<file path="src/rtl/burst_pkg.sv">
package burst_pkg;

  // Captured wrap scheme for the low address bits.
  typedef enum logic {
    ORD_INTERLEAVE = 1'b0,
    ORD_LINEAR     = 1'b1
  } burst_order_e;

  // Per-cycle command decoded from the strobes and advance.
  typedef struct packed {
    logic load;
    logic step;
  } burst_cmd_t;

endpackage

</file>
<file path="src/rtl/burst_rst_sync.sv">
module burst_rst_sync #(
  parameter int STAGES = 2
) (
  input  logic clk,
  input  logic rst_ni,
  output logic rst_sync_no
);

  logic [STAGES-1:0] sync_q;

  // Assert asynchronously; release after STAGES rising edges.
  always_ff @(posedge clk or negedge rst_ni) begin
    if (!rst_ni) sync_q <= '0;
    else         sync_q <= {sync_q[STAGES-2:0], 1'b1};
  end

  assign rst_sync_no = sync_q[STAGES-1];

endmodule

</file>
<file path="src/rtl/burst_load_ctrl.sv">
module burst_load_ctrl
  import burst_pkg::*;
(
  input  logic       cpu_start,
  input  logic       ctl_start,
  input  logic       advance,
  output burst_cmd_t cmd
);

  // Either strobe captures. A capture masks advance.
  always_comb begin
    cmd.load = cpu_start | ctl_start;
    cmd.step = advance & ~(cpu_start | ctl_start);
  end

endmodule

</file>
<file path="src/rtl/burst_beat_ctr.sv">
module burst_beat_ctr
  import burst_pkg::*;
#(
  parameter int CNT_W = 2
) (
  input  logic             clk,
  input  logic             rst_ni,
  input  burst_cmd_t       cmd,
  output logic [CNT_W-1:0] beat_o
);

  localparam logic [CNT_W-1:0] ONE = {{(CNT_W-1){1'b0}}, 1'b1};

  logic [CNT_W-1:0] beat_q, beat_d;
  logic             beat_en;

  always_comb begin
    beat_en = cmd.load | cmd.step;
    beat_d  = beat_q;
    if (cmd.load)      beat_d = '0;
    else if (cmd.step) beat_d = beat_q + ONE;  // wraps modulo 2**CNT_W
  end

  always_ff @(posedge clk or negedge rst_ni) begin
    if (!rst_ni)      beat_q <= '0;
    else if (beat_en) beat_q <= beat_d;
  end

  assign beat_o = beat_q;

  // a capture restarts the burst even when advance is high
  a_r4_load_restarts: assert property (@(posedge clk) disable iff (!rst_ni)
    cmd.load |=> (beat_q == '0));

  // advance increments the beat modulo the burst length
  a_r5_step_wraps: assert property (@(posedge clk) disable iff (!rst_ni)
    cmd.step |=> (beat_q == $past(beat_q) + ONE));

  // no command means no movement
  a_r6_beat_holds: assert property (@(posedge clk) disable iff (!rst_ni)
    (!cmd.load && !cmd.step) |=> $stable(beat_q));

endmodule

</file>
<file path="src/rtl/burst_addr_latch.sv">
module burst_addr_latch
  import burst_pkg::*;
#(
  parameter int ADDR_W = 16
) (
  input  logic              clk,
  input  logic              rst_ni,
  input  burst_cmd_t        cmd,
  input  logic [ADDR_W-1:0] addr_i,
  input  logic              order_linear_i,
  output logic [ADDR_W-1:0] base_o,
  output burst_order_e      order_o
);

  logic [ADDR_W-1:0] base_q, base_d;
  burst_order_e      order_q, order_d;

  always_comb begin
    base_d  = cmd.load ? addr_i : base_q;
    order_d = cmd.load ? (order_linear_i ? ORD_LINEAR : ORD_INTERLEAVE) : order_q;
  end

  always_ff @(posedge clk or negedge rst_ni) begin
    if (!rst_ni) begin
      base_q  <= '0;
      order_q <= ORD_INTERLEAVE;
    end else if (cmd.load) begin
      base_q  <= base_d;
      order_q <= order_d;
    end
  end

  assign base_o  = base_q;
  assign order_o = order_q;

  // captured address and order are frozen between captures
  a_r10_order_frozen: assert property (@(posedge clk) disable iff (!rst_ni)
    !cmd.load |=> ($stable(order_q) && $stable(base_q)));

endmodule

</file>
<file path="src/rtl/burst_order_map.sv">
module burst_order_map
  import burst_pkg::*;
#(
  parameter int CNT_W = 2
) (
  input  logic [CNT_W-1:0] base_low_i,
  input  logic [CNT_W-1:0] beat_i,
  input  burst_order_e     order_i,
  output logic [CNT_W-1:0] low_o
);

  logic [CNT_W-1:0] lin_low;
  logic [CNT_W-1:0] ilv_low;

  assign lin_low = base_low_i + beat_i;

  for (genvar i = 0; i < CNT_W; i++) begin : g_ilv
    assign ilv_low[i] = base_low_i[i] ^ beat_i[i];
  end

  assign low_o = (order_i == ORD_LINEAR) ? lin_low : ilv_low;

  // the orders agree at beat 0 and differ only after that
  a_r8_first_beat_is_base: assert final (beat_i != '0 || low_o == base_low_i);

endmodule

</file>
<file path="src/rtl/burst_addr_gen.sv">
module burst_addr_gen
  import burst_pkg::*;
#(
  parameter int ADDR_W = 16,
  parameter int CNT_W  = 2
) (
  input  logic              clk,
  input  logic              rst_n,
  input  logic              cpu_start,
  input  logic              ctl_start,
  input  logic              advance,
  input  logic              order_linear,
  input  logic [ADDR_W-1:0] addr_in,
  output logic [ADDR_W-1:0] addr_out,
  output logic [CNT_W-1:0]  beat
);

  localparam int HI_W = ADDR_W - CNT_W;

  logic              rst_sync_n;
  burst_cmd_t        cmd;
  logic [ADDR_W-1:0] base;
  burst_order_e      order;
  logic [CNT_W-1:0]  beat_q;
  logic [CNT_W-1:0]  low;

  burst_rst_sync #(.STAGES(2)) u_rst (
    .clk         (clk),
    .rst_ni      (rst_n),
    .rst_sync_no (rst_sync_n)
  );

  burst_load_ctrl u_ctrl (
    .cpu_start (cpu_start),
    .ctl_start (ctl_start),
    .advance   (advance),
    .cmd       (cmd)
  );

  burst_beat_ctr #(.CNT_W(CNT_W)) u_ctr (
    .clk    (clk),
    .rst_ni (rst_sync_n),
    .cmd    (cmd),
    .beat_o (beat_q)
  );

  burst_addr_latch #(.ADDR_W(ADDR_W)) u_latch (
    .clk            (clk),
    .rst_ni         (rst_sync_n),
    .cmd            (cmd),
    .addr_i         (addr_in),
    .order_linear_i (order_linear),
    .base_o         (base),
    .order_o        (order)
  );

  burst_order_map #(.CNT_W(CNT_W)) u_map (
    .base_low_i (base[CNT_W-1:0]),
    .beat_i     (beat_q),
    .order_i    (order),
    .low_o      (low)
  );

  assign addr_out = {base[ADDR_W-1:CNT_W], low};
  assign beat     = beat_q;

  // any strobe puts the sampled address on the output
  a_r2_capture_visible: assert property (@(posedge clk) disable iff (!rst_sync_n)
    (cpu_start || ctl_start) |=> (addr_out == $past(addr_in) && beat == '0));

  // upper address bits never move without a capture
  a_r9_upper_fixed: assert property (@(posedge clk) disable iff (!rst_sync_n)
    !(cpu_start || ctl_start) |=> $stable(addr_out[ADDR_W-1:CNT_W]));

  // full output holds when idle
  a_r6_addr_holds: assert property (@(posedge clk) disable iff (!rst_sync_n)
    !(cpu_start || ctl_start || advance) |=> $stable(addr_out));

  a_r1_width_ok: assert final (HI_W > 0);

endmodule

</file>
<file path="config.mk">
export PLATFORM = sky130hd
export DESIGN_NAME = burst_addr_gen
export DESIGN_NICKNAME = d
export VERILOG_FILES = /design/src/rtl/burst_pkg.sv /design/src/rtl/burst_rst_sync.sv /design/src/rtl/burst_load_ctrl.sv /design/src/rtl/burst_beat_ctr.sv /design/src/rtl/burst_addr_latch.sv /design/src/rtl/burst_order_map.sv /design/src/rtl/burst_addr_gen.sv
export SDC_FILE = /design/constraint.sdc
export NUM_CORES = 1
export LEC_CHECK = 0
export ABC_AREA = 0
export BUFFER_PORTS_ARGS = -buffer_cell sky130_fd_sc_hd__buf_2
export CAP_MARGIN = 15
export CORE_AREA = 4 4 60 62
export CTS_CLUSTER_DIAMETER = 200
export CTS_CLUSTER_SIZE = 24
export DETAILED_ROUTE_END_ITERATION = 10
export DIE_AREA = 0 0 64 66
export PLACE_DENSITY = 0.55
export SLEW_MARGIN = 20
export SYNTH_ARGS = -nofsm -noshare
export SYNTH_HDL_FRONTEND = slang
export SYNTH_HIERARCHICAL = 1
export SYNTH_SLANG_ARGS = --single-unit
</file>
<file path="constraint.sdc">
create_clock -name clk -period 0.9 [get_ports clk]
set_clock_uncertainty 0.15 [all_clocks]
set_input_delay 0.045 -clock clk [delete_from_list [all_inputs] [get_ports clk]]
set_output_delay 0.045 -clock clk [all_outputs]
set_load 0.01 [all_outputs]
</file>
==> out/results.txt, run 1 <==
Critical path type = flip-flop to output port
Synth Area in XOR/XNOR = 0.03000
Buf/Inv on CP = 1
Site row count = 20
Post-Synth Adder-Cell Area = 0.01429
Avg WL per Cell = 11.03 um
Complex-gate fraction of the synthesized area = 0.02143
RSZ-0062 raised after global routing = yes
Syn. warnings = 6
Reg-to-reg endpoint = u_ctr/beat_o[1]
Status = finished, violations left
Req. time, crit path = 0.70 ns
Seq cells post-synth = 21
Syn_nets = 75
P_leak = 0.7364 nW
Synth Area in Simple Gates = 0.03286
Hpwl dp = 1.311 mm
Placer Congestion = 0.7117
R2r worst-path depth = 4
Die Width = 64 um
Initial antenna violation count = 0
DRT iter0 DRCs = 15
Pre-CTS WS = -0.2353 ns
Placed cells = 140
DRT Pass-1 Iters = 3
Post-synth cell types = 16
Crit-path max FO = 2
Final ANT Viol Nets = 0
Clock transition at path regs = 0.11 ns
Crit share post-route = 1.532
Final Hold Viols = 0
Mux cell area share after synthesis = 0.2614
Failing checks = setup timing
# diodes = 0
Largest net degree at the start of global routing = 20
H-tree levels = 1
Critical Path AT = 1.18 ns
CTS Buffer Depth = 2
Drt via density = 3.910
Final wirelength = 1.842 mm
Die area = 4224 um^2
Main combinational cell family by area after synthesis = multiplexers
Min Tclk post-route = 1.379 ns
I/O Pins = 40
Cells after Synth = 52
Layout cells sized above 1 = 0.6341
Crit path max-delay family = flip-flops
Critical-path cell list = ha_4, nand2_4, xnor2_2, buf_2
CTS Root Cell = clkbuf_4
Syn avg cell area = 16.84 um^2
Area Growth Syn to Fin = 69.71%
Post-synth top area share = 0.6000
CP endpoint kind = output port
Core area = 3028 um^2
# DRC = 0
Max-slew violations = 0
Seq/Total Area, Yosys = 0.6000
Final Non-Filler Cells = 167
Max Clock Freq = 0.7253 GHz
IO buf count = 39
Clock latency on the worst-skew pair = 0.29 ns
Crit-path slowest cell = dfrtp_2
Global-route wire length before repair = 3.056 mm
Top cell type by total area after synthesis = dfrtp_1
Die Ht = 66 um
Maximum vdd ir drop = 0.8219 mV
Fin Hold WS = 0.02956 ns
TritonCTS Sinks = 21
Area contributors post-synth = dfrtp_1, mux2_4, mux2_2, buf_12, xnor2_1
Netlist Area Pre-Place = 875.8 um^2
Number of max-cap violations = 0
Setup crit start kind = flip-flop
CTS tree = done
Number of global-route vias before repair = 679
Pwr dens = 1297 nW/um^2
Final net count = 147
TritonCTS Buffers = 3
R2r startpoint = u_ctr/beat_o[1]
GRT Util Overall = 0.09399
Highest cell delay on the worst timing path = 0.44 ns
Vias = 653
R2R Setup Slk = -0.30 ns
Final setup fails = 36
Total grt overflow = 0
Initial core utilization = 0.2893
Hold Path Class = flip-flop to async pin
Final worst setup slack = -0.4788 ns
[metal layers]
layer / share of wire / vias to the layer above / wire length [um] / global-route usage
met1: 0.42 / 312 / 768 / 0.1012
met5: 0 / - / 0 / 0
li1: - / 315 / - / -
met2: 0.50 / 24 / 926 / 0.1677
met3: 0.065 / 2 / 119 / 0.03061
met4: 0.015 / 0 / 27 / 0.04043
[where the power goes]
part / switching [mW] / internal [mW]
combinational: 0.151 / 0.289
clock: 0.256 / 0.172
sequential: 0.0451 / 1.01
total: 0.453 / 1.47
[sequential cells by signal (all words and copies together), names as in the netlist]
name / cells
u_latch/order_o: 1
u_ctr/beat_o: 2
u_latch/base_o: 16
u_rst/sync_q: 2
[worst reg2reg max path, delay by kind of cell (launching register included)]
kind	cells	cell delay, ns
AND/OR/NAND/NOR	1	0.16
flip-flops	1	0.42
buffers and inverters	2	0.28
AO/OA/AOI/OAI	1	0.12
[worst max-delay path by stage]
stage          slack, ns  cells past startpoint                 end               from
2_1_floorplan      -0.22                      4  u_latch/base_o[10]          ctl_start
3_3_place_gp       -0.22                      3  u_latch/base_o[12]          ctl_start
3_5_place_dp       -0.24                      3   u_latch/base_o[5]          ctl_start
4_1_cts            -0.49                      3         addr_out[1]  u_latch/base_o[1]
5_1_grt            -0.55                      3         addr_out[1]    u_ctr/beat_o[1]
6_report           -0.48                      4         addr_out[1]    u_ctr/beat_o[0]
[cells in the final DEF (no fill, tap or decap)]
cell,count
conb_1,1
nand3b_1,1
xnor2_2,2
dfrtp_1,20
buf_2,34
dlygate4sd3_1,19
nor2_1,1
ha_4,1
dfrtp_2,1
clkbuf_4,3
clkbuf_1,1
nor3b_1,1
mux2_4,10
mux2_2,7
a21bo_1,1
buf_4,7
buf_6,9
a21oi_2,1
nand2_4,1
xor2_2,1
or2_4,1
[final cells by class]
cell class / count / area, um^2
clock buffers: 4 / 26.28
fillers: 269 / 1541
multi-input cells: 29 / 364.1
flip-flops and latches: 21 / 526.8
well taps: 44 / 55.05
repair buffers: 69 / 514.2
[metrics by stage]
stage | instance area [um^2] | utilization | TNS (ns) | power, mW
after global placement | 1174 | 0.3876 | -4.206 | 1.394
after floorplan | 902.1 | - | -2.818 | 1.261
after detailed placement | 1174 | 0.3876 | -4.272 | 1.402
after CTS | 1434 | 0.4736 | -4.432 | 1.937
after global routing | 1486 | 0.4909 | -5.847 | 2.035
final | 1486 | 0.4909 | -4.550 | 1.927
[logic make-up (layout without fill, tap and decap cells)]
logic type	after synthesis	in the layout
simple gates	5	5
buf+inv	2	73
compound gates	2	2
other cells	1	1
xor+xnor	3	3
mux	17	17
fa+ha+maj	1	1
flops	21	21
[synth_stat cells (all sizes together)]
cell type  instances
dfrtp             21
a21bo              1
conb               1
nand3b             1
or2                1
buf                2
a21oi              1
mux2              17
nor3b              1
xor2               1
nor2               1
ha                 1
xnor2              2
nand2              1
[what timing repair did]
item                                   in CTS  in global routing
endpoints found under the hold margin      19                  3
buffers inserted                            1                  3
resized for setup                           8                  4
hold buffers                               18                  2
pin swaps                                   4                  3
setup endpoints to repair                  35                 39
Note: power is estimated with default switching activity, not from simulation.
==> run 2, diff against run 1 <==
CELL_PAD_IN_SITES_DETAIL_PLACEMENT = 0   (was not set)
CELL_PAD_IN_SITES_GLOBAL_PLACEMENT = 1   (was not set)
PLACE_DENSITY = 0.66   (was 0.55)
REMOVE_ABC_BUFFERS = 1   (was not set)
==> out/results.txt, run 2 (synthesis gave the netlist of run 1 again) <==
Die Ht = 66 um (unchanged)
Number of max-cap violations = 0 (unchanged)
Die Width = 64 um (unchanged)
CP endpoint kind = output port
Placer Congestion = 0.7090 (-0.38%)
Critical path type = flip-flop to output port
Clock group share of total power = 0.227 (+0.005)
CTS Buffer Depth = 2 (unchanged)
R2R Setup Slk = -0.37 ns (-0.07 ns)
Post-cts hold buffer count = 19 (+1)
Core area = 3028 um^2 (unchanged)
Initial antenna violation count = 0 (unchanged)
Clock transition at path regs = 0.11 ns (about the same)
Final net count = 150 (+2.0%)
CTS tree = done
Critical Path AT = 1.20 ns (+0.02 ns)
# DRC = 0 (unchanged)
Reg-to-reg endpoint = u_ctr/beat_o[1]
Area Growth Syn to Fin = 71.00%
Max-slew violations = 0 (unchanged)
Setup crit start kind = flip-flop
Req. time, crit path = 0.70 ns (about the same)
Crit-path max FO = 2 (unchanged)
Final Hold Viols = 4 (+4)
IO buf count = 39 (unchanged)
Pre-CTS WS = -0.2651 ns (-0.02979 ns)
Pwr dens = 1296 nW/um^2 (about the same)
Sequential Power Share = 0.545 (-0.004)
H-tree levels = 1 (unchanged)
Crit share post-route = 1.545 (+0.01331)
TritonCTS Sinks = 21 (unchanged)
Area of the multi-input gates = 350.3 um^2 (-3.8%)
Total power = 1.942 mW (+0.73%)
Max FFs per register = 16 (unchanged)
Number of global-route vias before repair = 777 (+14%)
Final setup fails = 36 (unchanged)
# diodes = 0 (unchanged)
Final TNS setup = -5.157 ns (-0.6061 ns)
Status = finished, violations left
Initial core utilization = 0.2893 (unchanged)
P_leak = 0.7467 nW (+1.4%)
DRT Pass-1 Iters = 2 (-1)
Filler cell count = 268 (-0.37%)
Site row count = 20 (unchanged)
Net Sw Frac = 0.2409 (+0.006087)
Clock latency on the worst-skew pair = 0.29 ns (about the same)
Global-route wire length before repair = 3.436 mm (+12%)
TritonCTS Buffers = 3 (unchanged)
Fin util = 0.4946 (+0.003719)
Min Tclk post-route = 1.391 ns (+0.01198 ns)
Combinational fraction of design power = 0.227 (-0.002)
Final wirelength = 2.031 mm (+10%)
Internal Pwr Total = 1.474 mW (about the same)
Largest net degree at the start of global routing = 20 (unchanged)
Maximum vdd ir drop = 0.8319 mV (+1.2%)
Final Non-Filler Cells = 170 (+1.8%)
GRT Util Overall = 0.1049 (+0.01093)
Layout cells sized above 1 = 0.6270 (-0.007162)
DRT iter0 DRCs = 23 (+8)
Drt via density = 4.018 (+2.7%)
Max Clock Freq = 0.7190 GHz (-0.86%)
Total grt overflow = 0 (unchanged)
I/O Pins = 40 (unchanged)
Die area = 4224 um^2 (unchanged)
Hpwl dp = 1.384 mm (+5.6%)
Most common cell after layout, fill and taps aside = buf_2
Final ANT Viol Nets = 0 (unchanged)
Avg WL per Cell = 11.95 um (+8.3%)
R2r startpoint = u_ctr/beat_o[0]
Psw = 0.4677 mW (+3.3%)
Hold Path Class = flip-flop to async pin
Area occupied by registers = 525.5 um^2 (-0.24%)
R2r worst-path depth = 5 (+1)
CTS Root Cell = clkbuf_4
Most frequent cells in the layout = buf_2, dfrtp_1, dlygate4sd3_1, mux2_4
Fin Hold WS = -0.05527 ns (-0.08482 ns)
Final worst setup slack = -0.4908 ns (-0.01198 ns)
Vias = 683 (+4.6%)
RSZ-0062 raised after global routing = yes
Placed cells = 138 (-1.4%)
Failing checks = hold timing, setup timing
run 2: power by group through the flow:
stage	Sequential, mW	Clock (mW)	Combinational [mW]
after floorplan	1.10	0	0.130
after global placement	1.07	0	0.312
after detailed placement	1.07	0	0.318
after CTS	1.06	0.477	0.401
after global routing	1.07	0.523	0.478
final	1.06	0.441	0.441
run 2: layer usage:
metal	routed length, um	global-route usage	vias up
met4	13	0.02426	0
met3	108	0.04422	2
met5	0	0	-
met2	1111	0.1884	21
li1	-	-	326
met1	797	0.1140	334
run 2: area by class of cell:
class | instances | area share
Clock buffer | 4 | 0.01754
Multi-Input combinational cell | 29 | 0.2339
Sequential cell | 21 | 0.3509
Tap cell | 44 | 0.03676
Timing Repair Buffer | 72 | 0.3609
run 2: worst max path at each step:
| stage | startpoint | endpoint | cells after the start |
|---|---|---|---|
| 6_report | u_ctr/beat_o[0] | addr_out[1] | 4 |
| 2_1_floorplan | cpu_start | u_latch/base_o[0] | 2 |
| 4_1_cts | u_ctr/beat_o[0] | addr_out[1] | 4 |
| 3_5_place_dp | ctl_start | u_latch/base_o[6] | 4 |
| 5_1_grt | u_ctr/beat_o[0] | addr_out[1] | 4 |
| 3_3_place_gp | ctl_start | u_latch/base_o[14] | 4 |
run 2: what timing repair did:
action,4_1_cts,5_1_grt
buffers inserted,3,7
pin swaps,4,5
endpoints found under the hold margin,23,4
setup endpoints to repair,35,37
gates resized for setup,8,6
run 2: metrics by stage:
step | hold WS, ns | area, um^2
after floorplan | -0.4006 | 844.6
after global placement | -0.3159 | 1145
after detailed placement | -0.3159 | 1145
after CTS | -0.04531 | 1423
after global routing | -0.03128 | 1498
final | -0.05527 | 1498
run 2: critical path, stage by stage (launching register included):
cell and delay, ns:
dfrtp_1 0.41, ha_2 0.19, nand2_2 0.07, xnor2_2 0.10
buf_2 0.14
